File: src/rtl/pce_pkg.sv
package pce_pkg;
  localparam int unsigned PCE_PRIO_W_DEF = 3;
  localparam int unsigned PCE_NUM_SRC_DEF = 32;
  localparam int unsigned PCE_NUM_CTX_DEF = 2;

  function automatic int unsigned pce_sel_w(input int unsigned n);
    return (n > 1) ? $clog2(n) : 1;
  endfunction
endpackage

File: src/rtl/pce_src_state.sv
module pce_src_state
  import pce_pkg::*;
#(
  parameter int unsigned NUM_SRC = PCE_NUM_SRC_DEF,
  parameter int unsigned PRIO_W  = PCE_PRIO_W_DEF,
  localparam int unsigned ID_W   = pce_sel_w(NUM_SRC)
) (
  input  logic                            clk,
  input  logic                            rst,
  input  logic [NUM_SRC-1:0]              src_lvl,
  input  logic                            prio_we,
  input  logic [ID_W-1:0]                 prio_sel,
  input  logic [PRIO_W-1:0]               prio_val,
  input  logic                            take_en,
  input  logic [ID_W-1:0]                 take_id,
  input  logic                            free_en,
  input  logic [ID_W-1:0]                 free_id,
  output logic [NUM_SRC-1:0]              pend_q,
  output logic [NUM_SRC-1:0]              clm_q,
  output logic [NUM_SRC-1:0][PRIO_W-1:0]  prio_q
);
  logic [NUM_SRC-1:0] pend_n, clm_n;

  always_comb begin
    pend_n = src_lvl;
    clm_n  = clm_q;
    if (free_en) clm_n[free_id] = 1'b0;
    if (take_en) begin
      clm_n[take_id]  = 1'b1;
      pend_n[take_id] = 1'b0;
    end
  end

  always_ff @(posedge clk) begin
    if (rst) begin
      pend_q <= '0;
      clm_q  <= '0;
      prio_q <= '0;
    end else begin
      pend_q <= pend_n;
      clm_q  <= clm_n;
      if (prio_we) prio_q[prio_sel] <= prio_val;
    end
  end
endmodule

File: src/rtl/pce_ctx_cfg.sv
module pce_ctx_cfg
  import pce_pkg::*;
#(
  parameter int unsigned NUM_SRC = PCE_NUM_SRC_DEF,
  parameter int unsigned NUM_CTX = PCE_NUM_CTX_DEF,
  parameter int unsigned PRIO_W  = PCE_PRIO_W_DEF,
  localparam int unsigned CTX_W  = pce_sel_w(NUM_CTX)
) (
  input  logic                             clk,
  input  logic                             rst,
  input  logic                             en_we,
  input  logic [CTX_W-1:0]                 en_ctx,
  input  logic [NUM_SRC-1:0]               en_val,
  input  logic                             thr_we,
  input  logic [CTX_W-1:0]                 thr_ctx,
  input  logic [PRIO_W-1:0]                thr_val,
  output logic [NUM_CTX-1:0][NUM_SRC-1:0]  en_q,
  output logic [NUM_CTX-1:0][PRIO_W-1:0]   thr_q
);
  for (genvar c = 0; c < NUM_CTX; c++) begin : g_ctx
    always_ff @(posedge clk) begin
      if (rst) begin
        en_q[c]  <= '0;
        thr_q[c] <= '0;
      end else begin
        if (en_we && en_ctx == CTX_W'(c))   en_q[c]  <= en_val;
        if (thr_we && thr_ctx == CTX_W'(c)) thr_q[c] <= thr_val;
      end
    end
  end
endmodule

File: src/rtl/pce_arbiter.sv
module pce_arbiter
  import pce_pkg::*;
#(
  parameter int unsigned NUM_SRC = PCE_NUM_SRC_DEF,
  parameter int unsigned PRIO_W  = PCE_PRIO_W_DEF,
  localparam int unsigned ID_W   = pce_sel_w(NUM_SRC)
) (
  input  logic [NUM_SRC-1:0]              elig,
  input  logic [NUM_SRC-1:0][PRIO_W-1:0]  prio,
  input  logic [PRIO_W-1:0]               thr,
  output logic [ID_W-1:0]                 best_id,
  output logic                            hit
);
  logic [PRIO_W-1:0] best_p;

  // Ascending scan; only a strictly larger priority displaces the holder,
  // so equal priorities resolve to the smaller ID. Source 0 is skipped.
  always_comb begin
    best_p  = thr;
    best_id = '0;
    for (int i = 1; i < NUM_SRC; i++) begin
      if (elig[i] && prio[i] > best_p) begin
        best_p  = prio[i];
        best_id = ID_W'(i);
      end
    end
  end

  assign hit = (best_id != '0);
endmodule

File: src/rtl/prio_claim_engine.sv
module prio_claim_engine
  import pce_pkg::*;
#(
  parameter int unsigned NUM_SRC = PCE_NUM_SRC_DEF,
  parameter int unsigned NUM_CTX = PCE_NUM_CTX_DEF,
  parameter int unsigned PRIO_W  = PCE_PRIO_W_DEF,
  localparam int unsigned ID_W   = pce_sel_w(NUM_SRC),
  localparam int unsigned CTX_W  = pce_sel_w(NUM_CTX)
) (
  input  logic               clk,
  input  logic               rst,
  input  logic [NUM_SRC-1:0] src_lvl,
  input  logic               prio_we,
  input  logic [ID_W-1:0]    prio_sel,
  input  logic [PRIO_W-1:0]  prio_val,
  input  logic               en_we,
  input  logic [CTX_W-1:0]   en_ctx,
  input  logic [NUM_SRC-1:0] en_val,
  input  logic               thr_we,
  input  logic [CTX_W-1:0]   thr_ctx,
  input  logic [PRIO_W-1:0]  thr_val,
  input  logic               claim_req,
  input  logic [CTX_W-1:0]   claim_ctx,
  output logic               claim_ack,
  output logic [ID_W-1:0]    claim_id,
  input  logic               cmpl_req,
  input  logic [ID_W:0]      cmpl_id,
  output logic [NUM_CTX-1:0] irq
);
  logic [NUM_SRC-1:0]              pend_q, clm_q;
  logic [NUM_SRC-1:0][PRIO_W-1:0]  prio_q;
  logic [NUM_CTX-1:0][NUM_SRC-1:0] en_q;
  logic [NUM_CTX-1:0][PRIO_W-1:0]  thr_q;
  logic [NUM_CTX-1:0][ID_W-1:0]    best_id;
  logic [ID_W-1:0]                 win_id;
  logic                            take_en, free_en;

  assign win_id  = (int'(claim_ctx) < NUM_CTX) ? best_id[claim_ctx] : '0;
  assign take_en = claim_req && (win_id != '0);
  assign free_en = cmpl_req && (int'(cmpl_id) < NUM_SRC);

  pce_src_state #(.NUM_SRC(NUM_SRC), .PRIO_W(PRIO_W)) u_state (
    .clk(clk), .rst(rst), .src_lvl(src_lvl),
    .prio_we(prio_we), .prio_sel(prio_sel), .prio_val(prio_val),
    .take_en(take_en), .take_id(win_id),
    .free_en(free_en), .free_id(cmpl_id[ID_W-1:0]),
    .pend_q(pend_q), .clm_q(clm_q), .prio_q(prio_q)
  );

  pce_ctx_cfg #(.NUM_SRC(NUM_SRC), .NUM_CTX(NUM_CTX), .PRIO_W(PRIO_W)) u_cfg (
    .clk(clk), .rst(rst),
    .en_we(en_we), .en_ctx(en_ctx), .en_val(en_val),
    .thr_we(thr_we), .thr_ctx(thr_ctx), .thr_val(thr_val),
    .en_q(en_q), .thr_q(thr_q)
  );

  for (genvar c = 0; c < NUM_CTX; c++) begin : g_arb
    pce_arbiter #(.NUM_SRC(NUM_SRC), .PRIO_W(PRIO_W)) u_arb (
      .elig(pend_q & ~clm_q & en_q[c]),
      .prio(prio_q),
      .thr(thr_q[c]),
      .best_id(best_id[c]),
      .hit(irq[c])
    );
  end

  always_ff @(posedge clk) begin
    if (rst) begin
      claim_ack <= 1'b0;
      claim_id  <= '0;
    end else begin
      claim_ack <= claim_req;
      if (claim_req) claim_id <= win_id;
    end
  end
endmodule

File: config.mk
export PLATFORM = sky130hd
export DESIGN_NAME = prio_claim_engine
export DESIGN_NICKNAME = d
export VERILOG_FILES = /design/src/rtl/pce_pkg.sv /design/src/rtl/pce_src_state.sv /design/src/rtl/pce_ctx_cfg.sv /design/src/rtl/pce_arbiter.sv /design/src/rtl/prio_claim_engine.sv
export SDC_FILE = /design/constraint.sdc
export NUM_CORES = 1
export LEC_CHECK = 0
export ABC_AREA = 1
export BUFFER_PORTS_ARGS = -buffer_cell sky130_fd_sc_hd__buf_2
export CAP_MARGIN = 20
export CORE_MARGIN = 4
export CORE_UTILIZATION = 53
export DETAILED_ROUTE_END_ITERATION = 10
export PLACE_DENSITY = 0.79
export SLEW_MARGIN = 20
export SYNTH_ARGS = -nofsm -noshare
export SYNTH_HDL_FRONTEND = slang
export SYNTH_SLANG_ARGS = --single-unit
File: constraint.sdc
create_clock -name clk -period 61.4 [get_ports clk]
set_input_delay 6.14 -clock clk [delete_from_list [all_inputs] [get_ports clk]]
set_output_delay 6.14 -clock clk [all_outputs]
set_load 0.05 [all_outputs]
# Yosys cells after proc, flatten, opt, wreduce, memory -nomap -nowiden
# Index checks and enable logic that the tools add are counted.
word_totals:
  reg_bits: 236
classes:
  n_bitwise: 11
  magnitude_cmp: 70
  n_reduce_logical: 74
  muxes: 134
ops:
  columns: ["operator", "n"]
  rows:
  - ["$mux 3", 69]
  - ["$gt 3x3->1", 62]
  - ["$mux 5", 34]
  - ["$and 32x32->32", 5]
  - ["$bwmux 96", 1]
  - ["$mux 32", 3]
  - ["$not 32->32", 3]
  - ["$logic_and 1x1->1", 71]
  - ["$mux 4", 16]
  - ["$or 32x32->32", 1]
  - ["$lt 5x6->1 const B", 3]
  - ["$demux 3 s5", 1]
  - ["$ge 5x1->1 const B", 3]
  - ["$reduce_bool 5->1", 3]
  - ["$demux 1 s5", 2]
  - ["$mux 2", 4]
  - ["$lt 6x6->1 const B", 1]
  - ["$mux 1", 4]
  - ["$lt 1x2->1 const B", 1]
  - ["$not 1->1", 2]

# Depth between registers and ports, before layout
depth:
  word_depth: 104
  depth_mapped: 238
  ltp_nobuf: 237

# By module
# From an unflattened synthesis, not the netlist that was laid out.
hier_totals:
  cells_unflattened: 2676
  hier_area_um2: 17260.3
modules_own_cells:
  columns: ["mod", "area_per_inst_um2", "n_inst", "cells_each", "seq_area_each_um2"]
  rows:
  - ["pce_src_state", 5939.4, 1, 848, 3203.1]
  - ["pce_arbiter at g_arb[1].u_arb", 3943.8, 1, 657, 0.0]
  - ["pce_arbiter at g_arb[0].u_arb", 3682.3, 1, 635, 0.0]
  - ["pce_ctx_cfg", 2773.9, 1, 387, 1401.3]
  - ["prio_claim_engine", 920.9, 1, 149, 120.1]

# Least setup slack after synthesis
# Ideal clock, no wire load.
synth_timing:
  path_type: "reg2out"
  start: "register u_cfg.thr_q[5] (netlist name)"
  end: "output port irq[1]"
  slack_ps: 24868
  path_buffers: 2
  arrival_time_ps: 30392
  required_time_ps: 55260
  path_stages_with_launch: 193
  path_cell_list: "dfxtp_1 -> inv_1 -> ha_1 -> nand2_1 -> nor2_2 -> nor2_4 -> nand2_2 -> o21ai_0 -> ha_1 -> o21ai_0 -> nand3_1 -> nand3_2 -> nand2_4 -> o21ai_0 -> ha_1 -> o21ai_0 -> nand3_2 -> nand3_2 -> (+157 left out) -> o21ai_0 -> ha_1 -> inv_1 -> nor2_1 -> o21a_1 -> o2111ai_1 -> o21ai_0 -> ha_1 -> a21oi_1 -> o21ai_0 -> nand4_1 -> nand2_1 -> inv_1 -> nand3_1 -> nor3_1 -> nand2_1 -> or3_1 -> buf_4"
synth_via:
  elab_chain_len: 94
  word_cells_on_any_way: 124
  classes_between: "order compare (31); mux (61); reduce/logical (32)"
synth_rtl:
  columns: ["element", "line", "text"]
  rows:
  - ["start: declaration", "pce_ctx_cfg.sv:18", "output logic [NUM_CTX-1:0][PRIO_W-1:0] thr_q"]
  - ["start signal: indexed assignment", "pce_ctx_cfg.sv:27", "if (thr_we && thr_ctx == CTX_W'(c)) thr_q[c] <= thr_val;"]
  - ["$gt 3x3->1", "pce_arbiter.sv:22", "if (elig[i] && prio[i] > best_p) begin"]
  - ["$logic_and 1x1->1", "pce_arbiter.sv:22", null]
  - ["$mux 3", "pce_arbiter.sv:22", null]
  - ["$gt 3x3->1", "pce_arbiter.sv:22", null]
  - ["$logic_and 1x1->1", "pce_arbiter.sv:22", null]
  - ["$mux 3", "pce_arbiter.sv:22", null]
  - ["$gt 3x3->1", "pce_arbiter.sv:22", null]
  - ["$logic_and 1x1->1", "pce_arbiter.sv:22", null]
  - ["(+78 left out)", null, null]
  - ["$mux 3", "pce_arbiter.sv:22", null]
  - ["$gt 3x3->1", "pce_arbiter.sv:22", null]
  - ["$logic_and 1x1->1", "pce_arbiter.sv:22", null]
  - ["$mux 3", "pce_arbiter.sv:22", null]
  - ["$gt 3x3->1", "pce_arbiter.sv:22", null]
  - ["$logic_and 1x1->1", "pce_arbiter.sv:22", null]
  - ["$mux 5 *", "pce_arbiter.sv:22", null]
  - ["$reduce_bool 5->1 *", "pce_arbiter.sv:29", "assign hit = (best_id != '0);"]
  - ["end: declaration", "prio_claim_engine.sv:28", "output logic [NUM_CTX-1:0] irq"]
# Every way passes the cells marked *; elsewhere a longest branch is shown, timed or not.

# Final worst setup path
layout_timing:
  start: "register u_state.prio_q[5] (netlist name)"
  end: "output port irq[1]"
layout_via:
  elab_chain_len: 94
  word_cells_on_any_way: 124
  classes_between: "order compare (31); mux (61); reduce/logical (32)"
layout_rtl:
  columns: ["element", "line", "text"]
  rows:
  - ["start: declaration", "pce_src_state.sv:20", "output logic [NUM_SRC-1:0][PRIO_W-1:0] prio_q"]
  - ["start signal: indexed assignment", "pce_src_state.sv:42", "if (prio_we) prio_q[prio_sel] <= prio_val;"]
  - ["$gt 3x3->1", "pce_arbiter.sv:22", null]
  - ["$logic_and 1x1->1", "pce_arbiter.sv:22", null]
  - ["$mux 3", "pce_arbiter.sv:22", null]
  - ["$gt 3x3->1", "pce_arbiter.sv:22", null]
  - ["$logic_and 1x1->1", "pce_arbiter.sv:22", null]
  - ["$mux 3", "pce_arbiter.sv:22", null]
  - ["$gt 3x3->1", "pce_arbiter.sv:22", null]
  - ["$logic_and 1x1->1", "pce_arbiter.sv:22", null]
  - ["(+78 left out)", null, null]
  - ["$mux 3", "pce_arbiter.sv:22", null]
  - ["$gt 3x3->1", "pce_arbiter.sv:22", null]
  - ["$logic_and 1x1->1", "pce_arbiter.sv:22", null]
  - ["$mux 3", "pce_arbiter.sv:22", null]
  - ["$gt 3x3->1", "pce_arbiter.sv:22", null]
  - ["$logic_and 1x1->1", "pce_arbiter.sv:22", null]
  - ["$mux 5 *", "pce_arbiter.sv:22", null]
  - ["$reduce_bool 5->1 *", "pce_arbiter.sv:29", null]
# Marked as above.

==> run metrics <==
status=finished clean; FP Rows=63; Layout Skew=0.02168 ns; mapped cell area=16260 µm²; Hold Crit Class=reg2reg; slowest stage delay, CP=0.52 ns; RSZ-0062 raised after global routing=false; Seq cells post-synth=229; DP Cell Count=2868; crit start category=register; Seq/Total Area, Yosys=28.19%; worst setup path endpoint=irq[1]; CP required=55.26 ns; launch point of the critical path=u_state.prio_q[5]; P per Cell Area=22.80 nW/µm²; min Tclk post-route=42.54 ns; Slew Viols, Final=0; worst-margin pin slew=0.9737 ns; most common cell after layout, fill and taps aside=nand2_1; Max IR drop VDD=0.02433 mV; Clock Root Buffer=clkbuf_16; setup TNS=0 ns; Initial Utilization=54.30%; Worst setup EP type=output pin; Synth warnings=0; Antenna Nets Post-Route=0; first-iteration detailed-routing DRC count=1420; R2R Path End=u_state.pend_q[1]; maxcap violations=0; Relative slew margins=34.59%; routed vias=16390; Ports=99; # fillers=2807; worst setup margin=18.86 ns; share of layout cells above drive strength 1=20.59%; r2r setup slk=25.37 ns; HPWL Detailed=36.02 mm; Avg Synthesized Cell Area=6.707 µm²; average vias per placed instance=5.617; Layout Nets=2673; CTS tree=done; Worst R2R Path Depth=194; Leak Pwr=8.096 nW; DRC Markers=0; Yosys cell types=59; CTS Buffer Depth=3; core area=29950 µm²; CP Class=reg2out; number of port buffers=96; synthesis-to-layout area growth=10.72%; Critical Path Fanout Max=12; CTS Hold Bufs=0; Final setup viols=0; Die Area=33550 µm²; H-tree depth=1; Main synth FF type=dfxtp_1; total length of routed wires=48.18 mm; fin crit share=69.28%; largest net degree at the start of global routing=102; Synth Net Count=2590; slowest CP cell=o2111ai_1; Critical R2R Launch=u_state.prio_q[5]; Post-synth ARST share=0%; Post-CTS Setup Inserts=0; drt wl/cell=16.52 µm; vias in the first global route=15270; Clock transition at path regs=0.06 ns; Max Clk Rate=0.02351 GHz; Final Non-Filler Cells=2917; Mapped Cells=2425; Worst-Skew Late Latency=0.55 ns; endpoints failing hold=0; total CTS buffers=27; die width=183.2 µm; Critical Path AT=36.40 ns; antenna violations before repair=1; Tot GR Track Use=27.70%; first-pass GRT wire length=76.38 mm; Routability Congestion=0.9611; CTS-repair resized insts=0; total grt overflow=0; die height=183.2 µm; clk sinks=229; 1st-pass router iterations=10; Post-synth EDFFs=0; dpl ws=19.89 ns; commonest cells after routing, fill and taps aside=nand2_1 (333), o21ai_0 (318), nor2_1 (293), inv_1 (279), dfxtp_1 (229); crit-path most repeated cell=o21ai_0
[synthesized netlist by cell type, types with 2 or more instances]
| library cell | count | area share, % |
|---|---|---|
| nand2_1 | 333 | 7.7 |
| o21ai_0 | 318 | 9.8 |
| nor2_1 | 294 | 6.8 |
| inv_1 | 280 | 6.5 |
| dfxtp_1 | 229 | 28 |
| nand3_1 | 202 | 6.2 |
| a21oi_1 | 178 | 5.5 |
| nand2_2 | 143 | 5.5 |
| nand3_2 | 86 | 5.3 |
| ha_1 | 74 | 5.7 |
| inv_2 | 43 | 0.99 |
| clkbuf_1 | 41 | 0.95 |
| nor3_1 | 38 | 1.2 |
| nand2_4 | 25 | 1.7 |
| a21oi_2 | 18 | 0.97 |
| nor2_2 | 17 | 0.65 |
| o32ai_1 | 11 | 0.59 |
| o31ai_1 | 7 | 0.32 |
| a31oi_1 | 6 | 0.23 |
| nand3_4 | 6 | 0.65 |
| nand4_1 | 5 | 0.19 |
| nor2_4 | 5 | 0.35 |
| clkinv_1 | 4 | 0.092 |
| o211ai_2 | 4 | 0.31 |
| a211oi_1 | 3 | 0.14 |
| a21oi_4 | 3 | 0.30 |
| a22oi_1 | 3 | 0.14 |
| nand4_4 | 3 | 0.39 |
| o211ai_1 | 3 | 0.14 |
| o21ai_1 | 3 | 0.092 |
| a211oi_2 | 2 | 0.15 |
| a21boi_0 | 2 | 0.092 |
| a22oi_2 | 2 | 0.15 |
| a32oi_1 | 2 | 0.11 |
| buf_4 | 2 | 0.092 |
| clkbuf_8 | 2 | 0.17 |
| nand2_8 | 2 | 0.25 |
| nand4_2 | 2 | 0.15 |
| o2111ai_1 | 2 | 0.11 |
| o21a_1 | 2 | 0.092 |
| or3_1 | 2 | 0.077 |
[layout make-up]
class | instances | area (µm²) | share of cell area (%)
Timing Repair Buffer | 105 | 551.8 | 3.064
Clock inverter | 16 | 246.5 | 1.369
Sequential cell | 229 | 4584 | 25.46
Antenna cell | 2 | 5.005 | 0.02779
Clock buffer | 30 | 696.9 | 3.870
Tap cell | 390 | 488.0 | 2.710
Inverter | 328 | 1235 | 6.858
Multi-Input combinational cell | 1817 | 10200 | 56.64
[how the worst min path moves through the flow]
| stage | cells after the start | from | endpoint | slack, ns |
|---|---|---|---|---|
| 6_report | 2 | u_cfg.en_q[34] | u_cfg.en_q[34] | 0.46 |
| 2_1_floorplan | 2 | u_cfg.en_q[34] | u_cfg.en_q[34] | 0.43 |
| 3_5_place_dp | 2 | u_cfg.en_q[34] | u_cfg.en_q[34] | 0.46 |
| 3_3_place_gp | 2 | u_cfg.en_q[4] | u_cfg.en_q[4] | 0.45 |
| 4_1_cts | 2 | u_cfg.en_q[34] | u_cfg.en_q[34] | 0.47 |
| 5_1_grt | 2 | u_cfg.en_q[34] | u_cfg.en_q[34] | 0.50 |
[layer usage]
metal / track usage [%] / share of wire, %
met3: 3.392 / 7.2
met1: 37.25 / 44
met4: 10.16 / 3.8
met5: 0 / 0.025
met2: 45.85 / 45
[per-stage QoR]
step	utilization (%)	hold slack [ns]	instance area, µm²	power, mW
floorplan	-	0.4300	16260	0.2195
global placement	56.89	0.4491	17040	0.2366
detailed placement	56.93	0.4574	17050	0.2389
CTS	60.08	0.4671	17990	0.4114
global route	60.10	0.4989	18000	0.4275
finish	60.12	0.4615	18010	0.4105
[cells by family after synthesis]
group,share of synthesized area (%)
AOI/OAI and AO/OA,19.72
adders and majority gates,5.693
buffers and inverters,9.178
DFF,28.19
and+or+nand+nor,37.23
[where the power goes]
part | switching, mW | internal, mW | total, mW
sequential | 0.00300 | 0.154 | 0.157
clock | 0.0668 | 0.107 | 0.173
combinational | 0.0540 | 0.0262 | 0.0801
total | 0.124 | 0.287 | 0.411
[sequential cells by signal, summed over array words and instances (netlist names)]
signal / cells
u_state.prio_q: 93
u_cfg.en_q: 62
u_state.clm_q: 31
u_state.pend_q: 31
u_cfg.thr_q: 6
claim_id: 5
claim_ack: 1
[worst max-delay path: cells and delay by family (launching register included)]
| kind | cells | cell delay, ns |
|---|---|---|
| buf+inv | 10 | 0.96 |
| fa+ha+maj | 31 | 9.42 |
| simple gates | 87 | 9.46 |
| compound gates | 62 | 15.61 |
| flops | 1 | 0.43 |
Power figures use the tool's default switching activity.
